$ cat src/rtl/sst_pkg.sv
// Package: shared constants, state encoding and the pattern feedback function
// for the skew-sweep tester. Assumes a 31-stage shift register with the newest
// bit in position 0.
package sst_pkg;

    localparam int PRBS_LEN = 31;
    localparam int TAP_FAR  = 31;
    localparam int TAP_NEAR = 28;
    localparam int WIN_BITS = 64;

    typedef enum logic [1:0] {
        CS_IDLE,
        CS_SETTLE,
        CS_DWELL,
        CS_FINAL
    } sweep_state_e;

    // Next pattern bit from the bits sent 31 and 28 periods before.
    function automatic logic prbs_fb(input logic [PRBS_LEN-1:0] hist);
        return hist[TAP_FAR-1] ^ hist[TAP_NEAR-1];
    endfunction

endpackage

$ cat src/rtl/sst_prbs_gen.sv
// Pattern source: one 31-stage LFSR emitting one registered bit per clock.
// Assumes SEED is nonzero; all lanes share clk so they stay frequency locked.
module sst_prbs_gen
    import sst_pkg::*;
#(
    parameter logic [PRBS_LEN-1:0] SEED = 31'h0000_0001
) (
    input  logic clk,
    input  logic rst_n,
    output logic bit_o
);

    logic [PRBS_LEN-1:0] hist_q;
    logic                nxt;

    // Feedback bit for this period.
    always_comb nxt = prbs_fb(hist_q);

    // Advance the register and register the emitted bit.
    always_ff @(posedge clk) begin
        if (!rst_n) begin
            hist_q <= SEED;
            bit_o  <= 1'b0;
        end else begin
            hist_q <= {hist_q[PRBS_LEN-2:0], nxt};
            bit_o  <= nxt;
        end
    end

endmodule

$ cat src/rtl/sst_lane_delay.sv
// Whole-bit delay line: output is the input delayed by 1 + dly clocks.
// Assumes MAX_DLY >= 3 and dly < MAX_DLY; a changed dly takes effect at once.
module sst_lane_delay #(
    parameter int MAX_DLY = 128,
    parameter int DLY_W   = 7
) (
    input  logic             clk,
    input  logic             rst_n,
    input  logic [DLY_W-1:0] dly,
    input  logic             din,
    output logic             dout
);

    localparam int TAPS = MAX_DLY - 1;

    logic [TAPS-1:0] taps_q;
    logic            pick;

    // Select the tap for the requested delay.
    always_comb pick = (dly == '0) ? din : taps_q[dly - 1'b1];

    // Shift history and register the selected tap.
    always_ff @(posedge clk) begin
        if (!rst_n) begin
            taps_q <= '0;
            dout   <= 1'b0;
        end else begin
            taps_q <= {taps_q[TAPS-2:0], din};
            dout   <= pick;
        end
    end

endmodule

$ cat src/rtl/sst_err_detector.sv
// Per-lane error detector: seeds its own LFSR from 31 received bits, then
// predicts each bit and counts compared bits and mismatches with saturation.
// Loses lock when more than LOSS_LIM mismatches fall in one 64-bit window.
// Assumes clr is a one-cycle pulse; clr overrides every other update.
module sst_err_detector
    import sst_pkg::*;
#(
    parameter int CNT_W    = 48,
    parameter int LOSS_LIM = 8
) (
    input  logic             clk,
    input  logic             rst_n,
    input  logic             clr,
    input  logic             rx,
    output logic             locked,
    output logic [CNT_W-1:0] err_cnt,
    output logic [CNT_W-1:0] bit_cnt
);

    localparam int SEED_W = $clog2(PRBS_LEN);
    localparam int WPOS_W = $clog2(WIN_BITS);
    localparam int WERR_W = WPOS_W + 1;

    logic [PRBS_LEN-1:0] ref_q;
    logic [SEED_W-1:0]   seed_cnt_q;
    logic [WPOS_W-1:0]   win_pos_q;
    logic [WERR_W-1:0]   win_err_q;
    logic [WERR_W-1:0]   win_sum;
    logic                pred;
    logic                miss;
    logic                lose;

    // Predicted bit, mismatch and loss-of-lock decision.
    always_comb begin
        pred    = prbs_fb(ref_q);
        miss    = locked & (rx ^ pred);
        win_sum = win_err_q + WERR_W'(miss);
        lose    = locked && (win_sum > WERR_W'(LOSS_LIM));
    end

    // Seeding, prediction and lock tracking.
    always_ff @(posedge clk) begin
        if (!rst_n || clr) begin
            ref_q      <= '0;
            seed_cnt_q <= '0;
            locked     <= 1'b0;
            win_pos_q  <= '0;
            win_err_q  <= '0;
        end else if (!locked) begin
            ref_q <= {ref_q[PRBS_LEN-2:0], rx};
            if (seed_cnt_q == SEED_W'(PRBS_LEN - 1)) begin
                seed_cnt_q <= '0;
                locked     <= 1'b1;
            end else begin
                seed_cnt_q <= seed_cnt_q + 1'b1;
            end
            win_pos_q <= '0;
            win_err_q <= '0;
        end else begin
            ref_q     <= {ref_q[PRBS_LEN-2:0], pred};
            win_pos_q <= win_pos_q + 1'b1;
            if (lose) begin
                locked    <= 1'b0;
                win_pos_q <= '0;
                win_err_q <= '0;
            end else if (win_pos_q == WPOS_W'(WIN_BITS - 1)) begin
                win_err_q <= '0;
            end else begin
                win_err_q <= win_sum;
            end
        end
    end

    // Saturating bit and error counters, counting only locked bits.
    always_ff @(posedge clk) begin
        if (!rst_n || clr) begin
            err_cnt <= '0;
            bit_cnt <= '0;
        end else if (locked) begin
            if (bit_cnt != '1) bit_cnt <= bit_cnt + 1'b1;
            if (miss && (err_cnt != '1)) err_cnt <= err_cnt + 1'b1;
        end
    end

endmodule

$ cat src/rtl/sst_sweep_ctrl.sv
// Sweep controller: steps one lane's delay upward from zero, clearing the
// detectors after a settle time each step, until the lane's error count
// exceeds the limit or the range ends; then backs off one step, clears once
// more and reports. Assumes DWELL < 2**CNT_W and SETTLE >= 1.
module sst_sweep_ctrl
    import sst_pkg::*;
#(
    parameter int LANES   = 4,
    parameter int LSW     = 2,
    parameter int MAX_DLY = 128,
    parameter int DLY_W   = 7,
    parameter int CNT_W   = 48,
    parameter int DWELL   = 1024,
    parameter int SETTLE  = 8
) (
    input  logic             clk,
    input  logic             rst_n,
    input  logic             start,
    input  logic [LSW-1:0]   lane_sel,
    input  logic [CNT_W-1:0] err_limit,
    input  logic [CNT_W-1:0] sel_err,
    input  logic [CNT_W-1:0] sel_bits,
    output logic             busy,
    output logic             done,
    output logic             edge_found,
    output logic [DLY_W-1:0] tolerance,
    output logic [DLY_W-1:0] cur_delay,
    output logic [LSW-1:0]   sel_q,
    output logic             clr
);

    localparam int SET_W = $clog2(SETTLE + 1);

    sweep_state_e      st_q;
    logic [SET_W-1:0]  wait_q;
    logic              step_fail;
    logic              step_pass;
    logic              at_top;
    logic [DLY_W-1:0]  back_off;

    // Step verdicts and backed-off delay.
    always_comb begin
        step_fail = (st_q == CS_DWELL) && (sel_err > err_limit);
        step_pass = (st_q == CS_DWELL) && !step_fail && (sel_bits >= CNT_W'(DWELL));
        at_top    = (cur_delay == DLY_W'(MAX_DLY - 1));
        back_off  = (cur_delay == '0) ? '0 : cur_delay - 1'b1;
        busy      = (st_q != CS_IDLE);
        clr       = ((st_q == CS_SETTLE) || (st_q == CS_FINAL)) && (wait_q == '0);
    end

    // Sweep sequencing and result registers.
    always_ff @(posedge clk) begin
        if (!rst_n) begin
            st_q       <= CS_IDLE;
            wait_q     <= '0;
            cur_delay  <= '0;
            sel_q      <= '0;
            tolerance  <= '0;
            edge_found <= 1'b0;
            done       <= 1'b0;
        end else begin
            case (st_q)
                CS_IDLE: begin
                    if (start) begin
                        sel_q      <= (32'(lane_sel) < LANES) ? lane_sel : '0;
                        cur_delay  <= '0;
                        tolerance  <= '0;
                        edge_found <= 1'b0;
                        done       <= 1'b0;
                        wait_q     <= SET_W'(SETTLE - 1);
                        st_q       <= CS_SETTLE;
                    end
                end
                CS_SETTLE: begin
                    if (wait_q == '0) st_q <= CS_DWELL;
                    else              wait_q <= wait_q - 1'b1;
                end
                CS_DWELL: begin
                    if (step_fail) begin
                        edge_found <= 1'b1;
                        tolerance  <= back_off;
                        cur_delay  <= back_off;
                        wait_q     <= SET_W'(SETTLE - 1);
                        st_q       <= CS_FINAL;
                    end else if (step_pass && at_top) begin
                        tolerance <= cur_delay;
                        wait_q    <= SET_W'(SETTLE - 1);
                        st_q      <= CS_FINAL;
                    end else if (step_pass) begin
                        cur_delay <= cur_delay + 1'b1;
                        wait_q    <= SET_W'(SETTLE - 1);
                        st_q      <= CS_SETTLE;
                    end
                end
                CS_FINAL: begin
                    if (wait_q == '0) begin
                        done <= 1'b1;
                        st_q <= CS_IDLE;
                    end else begin
                        wait_q <= wait_q - 1'b1;
                    end
                end
                default: st_q <= CS_IDLE;
            endcase
        end
    end

endmodule

$ cat src/rtl/skew_sweep_tester.sv
// Top: per-lane pattern source, whole-bit delay line and error detector,
// plus one sweep controller that skews the selected lane. Assumes all lanes
// share clk; LANES is normally 4 or 10; the unit under test sits between
// tx_data and rx_data.
module skew_sweep_tester
    import sst_pkg::*;
#(
    parameter int LANES    = 4,
    parameter int MAX_DLY  = 128,
    parameter int CNT_W    = 48,
    parameter int DWELL    = 1024,
    parameter int SETTLE   = 8,
    parameter int LOSS_LIM = 8,
    parameter logic [PRBS_LEN-1:0] SEED = 31'h2A5F_1C3B,
    localparam int LSW   = (LANES > 1) ? $clog2(LANES) : 1,
    localparam int DLY_W = $clog2(MAX_DLY)
) (
    input  logic             clk,
    input  logic             rst_n,
    input  logic             start,
    input  logic [LSW-1:0]   lane_sel,
    input  logic [CNT_W-1:0] err_limit,
    input  logic [LANES-1:0] rx_data,
    output logic [LANES-1:0] tx_data,
    output logic             busy,
    output logic             done,
    output logic             edge_found,
    output logic [DLY_W-1:0] tolerance,
    output logic [DLY_W-1:0] cur_delay,
    output logic [LANES-1:0] locked,
    output logic [CNT_W-1:0] sel_err_cnt,
    output logic [CNT_W-1:0] sel_bit_cnt
);

    logic [LANES-1:0]            pat;
    logic [LANES-1:0][CNT_W-1:0] err_a;
    logic [LANES-1:0][CNT_W-1:0] bit_a;
    logic [LSW-1:0]              sel_q;
    logic                        clr;
    logic                        sel_locked;

    // Counters and lock of the swept lane.
    always_comb begin
        sel_err_cnt = err_a[sel_q];
        sel_bit_cnt = bit_a[sel_q];
        sel_locked  = locked[sel_q];
    end

    for (genvar l = 0; l < LANES; l++) begin : g_lane
        logic [DLY_W-1:0] lane_dly;

        // Only the swept lane receives added delay.
        always_comb lane_dly = (32'(sel_q) == l) ? cur_delay : '0;

        sst_prbs_gen #(.SEED(SEED)) u_gen (
            .clk   (clk),
            .rst_n (rst_n),
            .bit_o (pat[l])
        );

        sst_lane_delay #(.MAX_DLY(MAX_DLY), .DLY_W(DLY_W)) u_dly (
            .clk   (clk),
            .rst_n (rst_n),
            .dly   (lane_dly),
            .din   (pat[l]),
            .dout  (tx_data[l])
        );

        sst_err_detector #(.CNT_W(CNT_W), .LOSS_LIM(LOSS_LIM)) u_det (
            .clk     (clk),
            .rst_n   (rst_n),
            .clr     (clr),
            .rx      (rx_data[l]),
            .locked  (locked[l]),
            .err_cnt (err_a[l]),
            .bit_cnt (bit_a[l])
        );
    end

    sst_sweep_ctrl #(
        .LANES   (LANES),
        .LSW     (LSW),
        .MAX_DLY (MAX_DLY),
        .DLY_W   (DLY_W),
        .CNT_W   (CNT_W),
        .DWELL   (DWELL),
        .SETTLE  (SETTLE)
    ) u_ctrl (
        .clk        (clk),
        .rst_n      (rst_n),
        .start      (start),
        .lane_sel   (lane_sel),
        .err_limit  (err_limit),
        .sel_err    (sel_err_cnt),
        .sel_bits   (sel_bit_cnt),
        .busy       (busy),
        .done       (done),
        .edge_found (edge_found),
        .tolerance  (tolerance),
        .cur_delay  (cur_delay),
        .sel_q      (sel_q),
        .clr        (clr)
    );

endmodule

$ cat config.mk
export PLATFORM = sky130hd
export DESIGN_NAME = skew_sweep_tester
export DESIGN_NICKNAME = d
export VERILOG_FILES = /design/src/rtl/sst_pkg.sv /design/src/rtl/sst_prbs_gen.sv /design/src/rtl/sst_lane_delay.sv /design/src/rtl/sst_err_detector.sv /design/src/rtl/sst_sweep_ctrl.sv /design/src/rtl/skew_sweep_tester.sv
export SDC_FILE = /design/constraint.sdc
export NUM_CORES = 2
export LEC_CHECK = 0
export BUFFER_PORTS_ARGS = -buffer_cell sky130_fd_sc_hd__buf_2
export CAP_MARGIN = 20
export CORE_MARGIN = 2
export CORE_UTILIZATION = 38
export DETAILED_ROUTE_END_ITERATION = 10
export GPL_TIMING_DRIVEN = 1
export HOLD_SLACK_MARGIN = 0.03
export PLACE_DENSITY = 0.5
export SLEW_MARGIN = 20
export SYNTH_ARGS = -nofsm -noshare
export SYNTH_HDL_FRONTEND = slang
export SYNTH_HIERARCHICAL = 1
export SYNTH_SLANG_ARGS = --single-unit
$ cat constraint.sdc
create_clock -name clk -period 7.35 [get_ports clk]
set_input_delay 0.735 -clock clk [delete_from_list [all_inputs] [get_ports clk]]
set_output_delay 0.735 -clock clk [all_outputs]
set_load 0.02 [all_outputs]
==> flow_metrics.py <==
metrics = {
    "run_status": {
        "status": "complete, no violations",
    },
    "global_routing": {
        "track_usage_pct": 19.5,
        "grt_pass1_vias": 40300,
        "grt_first_pass_wirelength_um": 236000,
        "grt_max_degree": 193,
        "grt_overflow_total": 0,
        "antenna_found_initial": 3,
    },
    "setup_path": {
        "crit_slowest_cell": "dfxtp_4",
        "required_ps": 8010,
        "timing.rr.start": "u_ctrl/sel_q[1]$_SDFFE_PN0P_",
        "critPathTopFamily": "compound AO/OA/AOI/OAI gates",
        "critPathLaunch": "u_ctrl/sel_q[1]$_SDFFE_PN0P_",
        "crit_buf_inv": 1,
        "path_class": "reg2reg",
        "crit_path_start_kind": "flop",
        "cp.arrival_ps": 5730,
        "cp_num_cells": 11,
        "path_cells": "buf_4 -> mux4_2 -> ha_1 -> nor2b_1 -> o211ai_1 -> a2111oi_0 -> nor4_1 -> o22ai_4 -> o21ai_2 -> or3_1 -> a21oi_1",
        "critPathMaxFanout": 68,
        "slowest_delay_ps": 850,
        "endpoint_kind": "flop",
        "ff2ff_path_depth": 11,
    },
    "clock_tree": {
        "htreeDepth": 4,
        "cts_buffers": 143,
        "clk_latency_ps": 770,
        "post_cts_resized": 0,
        "clk_pin_slew_ps": 60,
        "clk_path_buf_depth": 3,
        "cts_sinks": 1248,
        "post-cts-setup-buffers": 0,
        "cts_tree": "built",
        "clockRootBuffer": "clkbuf_16",
        "cts_hold_buf": 0,
    },
    "route": {
        "routed_wl_um": 150000,
        "vias_per_cell": 5.58,
        "wl_per_cell_um": 19.4,
        "dr.pass1.iters": 6,
        "drtAntennaViolNets": 0,
        "drc_errors": 0,
        "routed-via-count": 43000,
        "drtIter0Drc": 3148,
    },
    "synthesis": {
        "ys_seq_elements": 1248,
        "synthAdderAreaFrac_pct": 1.98,
        "synth_top_family_by_area": "simple AND/OR/NAND/NOR gates",
        "syn_area_um2": 55600,
        "synth.area.mux_share_pct": 10.3,
        "ys.flop_type": "dfxtp_1",
        "synth-edff-count": 0,
        "synth_compound_area_share_pct": 9.78,
        "synth.top_cell.area_share_pct": 44.9,
        "yosysWarnings": 6,
        "synthTopCellsByArea": "dfxtp_1 (45%), and2_1 (7.9%), mux4_2 (7.0%)",
        "synthCells": 5653,
        "synth_cell_types": 95,
        "synth_xor_area_share_pct": 1.82,
        "seq_area_frac_synth_pct": 44.9,
        "post_synth_and_or_nand_nor_area_fraction_pct": 27.1,
        "syn_avg_cell_area_um2": 9.84,
        "synthArstFlopShare_pct": 0,
        "yosys.area.top_type": "dfxtp_1",
    },
    "die": {
        "die-width_um": 387,
        "die_h_um": 387,
        "start_util_pct": 38.2,
        "coreArea_um2": 146000,
        "dieArea_um2": 149000,
        "fp-row-count": 140,
        "io_pins": 178,
    },
    "placement": {
        "gp_congestion": 0.912,
        "dp_cells": 7446,
        "hpwl_um": 102000,
        "place_ws_ps": 2310,
        "port_buffers": 177,
    },
    "power": {
        "peakVddDrop_mv": 0.156,
        "leakage_nw": 22.1,
        "power.density_nw_per_um2": 237,
    },
    "timing": {
        "layout_setup_ws_ps": 2280,
        "rsz0062_at_grt": "false",
        "hold_ws_ps": 277,
        "maxSlewHeadroom_pct": 30.2,
        "max_freq_ghz": 0.197,
        "min_period_ps": 5070,
        "tns_ps": 0,
        "slew_viol_final": 0,
        "tightestPinTransition_ps": 1050,
        "clock_skew_ps": 30.4,
        "finalCritPeriodShare_pct": 69.0,
        "final-hold-violation-count": 0,
        "setup_violations": 0,
    },
    "cells_and_area": {
        "syn_to_final_growth_pct": 12.3,
        "fin_util_pct": 42.9,
        "finalNonFillerCells": 7703,
        "final_cell_mix": "dfxtp_1 (1246), and2_1 (699), nand2_1 (402)",
        "layout_commonest_cell": "dfxtp_1",
        "nets": 5819,
        "drive_gt1_share_pct": 12.8,
        "fill_cells": 14100,
    },
    "job": {
        "drv_cap": 0,
    },
    "hold_path": {
        "hold_class": "in2reg",
        "worstHoldStart": "rx_data[0]",
        "hold-path-cell-count": 3,
    },
}
Yosys cell counts, drive strengths merged, types with 117 or more instances:
master  count
and2      702
nand2b    134
nand2     405
or4       218
o31ai     202
nor2      188
nand4     202
inv       117
dfxtp    1248
buf       150
mux4      204
nand3     230
clkbuf    212
a21oi     332
o21ai     120
tightest hold or removal path, cell delays in order:
cell and delay [ps]:
buf_2 110, nor2_1 80, a211oi_1 60
sequential cells by signal, summed over array words and instances (netlist names), 7 cells and up:
signal	flops
g_lane.u_dly/taps_q	508
g_lane.u_det/bit_cnt	192
g_lane.u_det/err_cnt	192
g_lane.u_det/ref_q	124
g_lane.u_gen/hist_q	124
g_lane.u_det/win_err_q	28
g_lane.u_det/win_pos_q	24
g_lane.u_det/seed_cnt_q	20
u_ctrl/cur_delay	7
u_ctrl/tolerance	7
cell families after synthesis:
family | Yosys count
mux | 306
xor+xnor | 105
simple gates | 2569
buf+inv | 484
fa+ha+maj | 88
compound gates | 849
other cells | 4
flops | 1248
metal layers:
layer	up-vias	global-route usage, %	part of all wire (%)
li1	20700	-	-
met1	20800	27.6	47
met3	229	3.61	6.3
met4	0	6.00	2.5
met5	-	0	0
met2	1199	30.1	44
stage by stage:
| step | area [um2] | total power (W) |
|---|---|---|
| 2_1_floorplan | 55600 | 0.00755 |
| 3_3_place_gp | 57700 | 0.00776 |
| 3_5_place_dp | 57700 | 0.00776 |
| 4_1_cts | 62500 | 0.0150 |
| 5_1_grt | 62500 | 0.0154 |
| 6_report | 62500 | 0.0148 |
power breakdown:
part / switching (W) / total, W / internal [W] / leakage [nW]
sequential: 0.0000616 / 0.00690 / 0.00684 / 10.1
clock: 0.00291 / 0.00719 / 0.00429 / 2.34
combinational: 0.000467 / 0.000700 / 0.000233 / 9.66
total: 0.00343 / 0.0148 / 0.0114 / 22.1
path summary, 6_finish.rpt:
check / endpoint / slack, ps
setup / recovery: u_ctrl/tolerance[5]$_SDFFE_PN0P_ / 2280
hold / removal: g_lane[0].u_det/ref_q[0]$_SDFF_PP0_ / 280
setup reg to reg: u_ctrl/tolerance[5]$_SDFFE_PN0P_ / 2280
hold reg to reg: g_lane[2].u_gen/hist_q[1]$_SDFF_PN1_ / 400
cell type report:
| type | instances | area, um2 | area share [%] |
|---|---|---|---|
| diodes | 1 | 2.50 | 0.00401 |
| multi-input cells | 3929 | 28500 | 45.7 |
| flip-flops and latches | 1248 | 25000 | 40.0 |
| repair buffers | 230 | 1320 | 2.11 |
| clock buffers | 212 | 4200 | 6.73 |
| well taps | 1917 | 2400 | 3.84 |
| inverters | 122 | 462 | 0.739 |
| clock inverters | 44 | 562 | 0.899 |
Note: power is estimated with default switching activity, not from simulation.
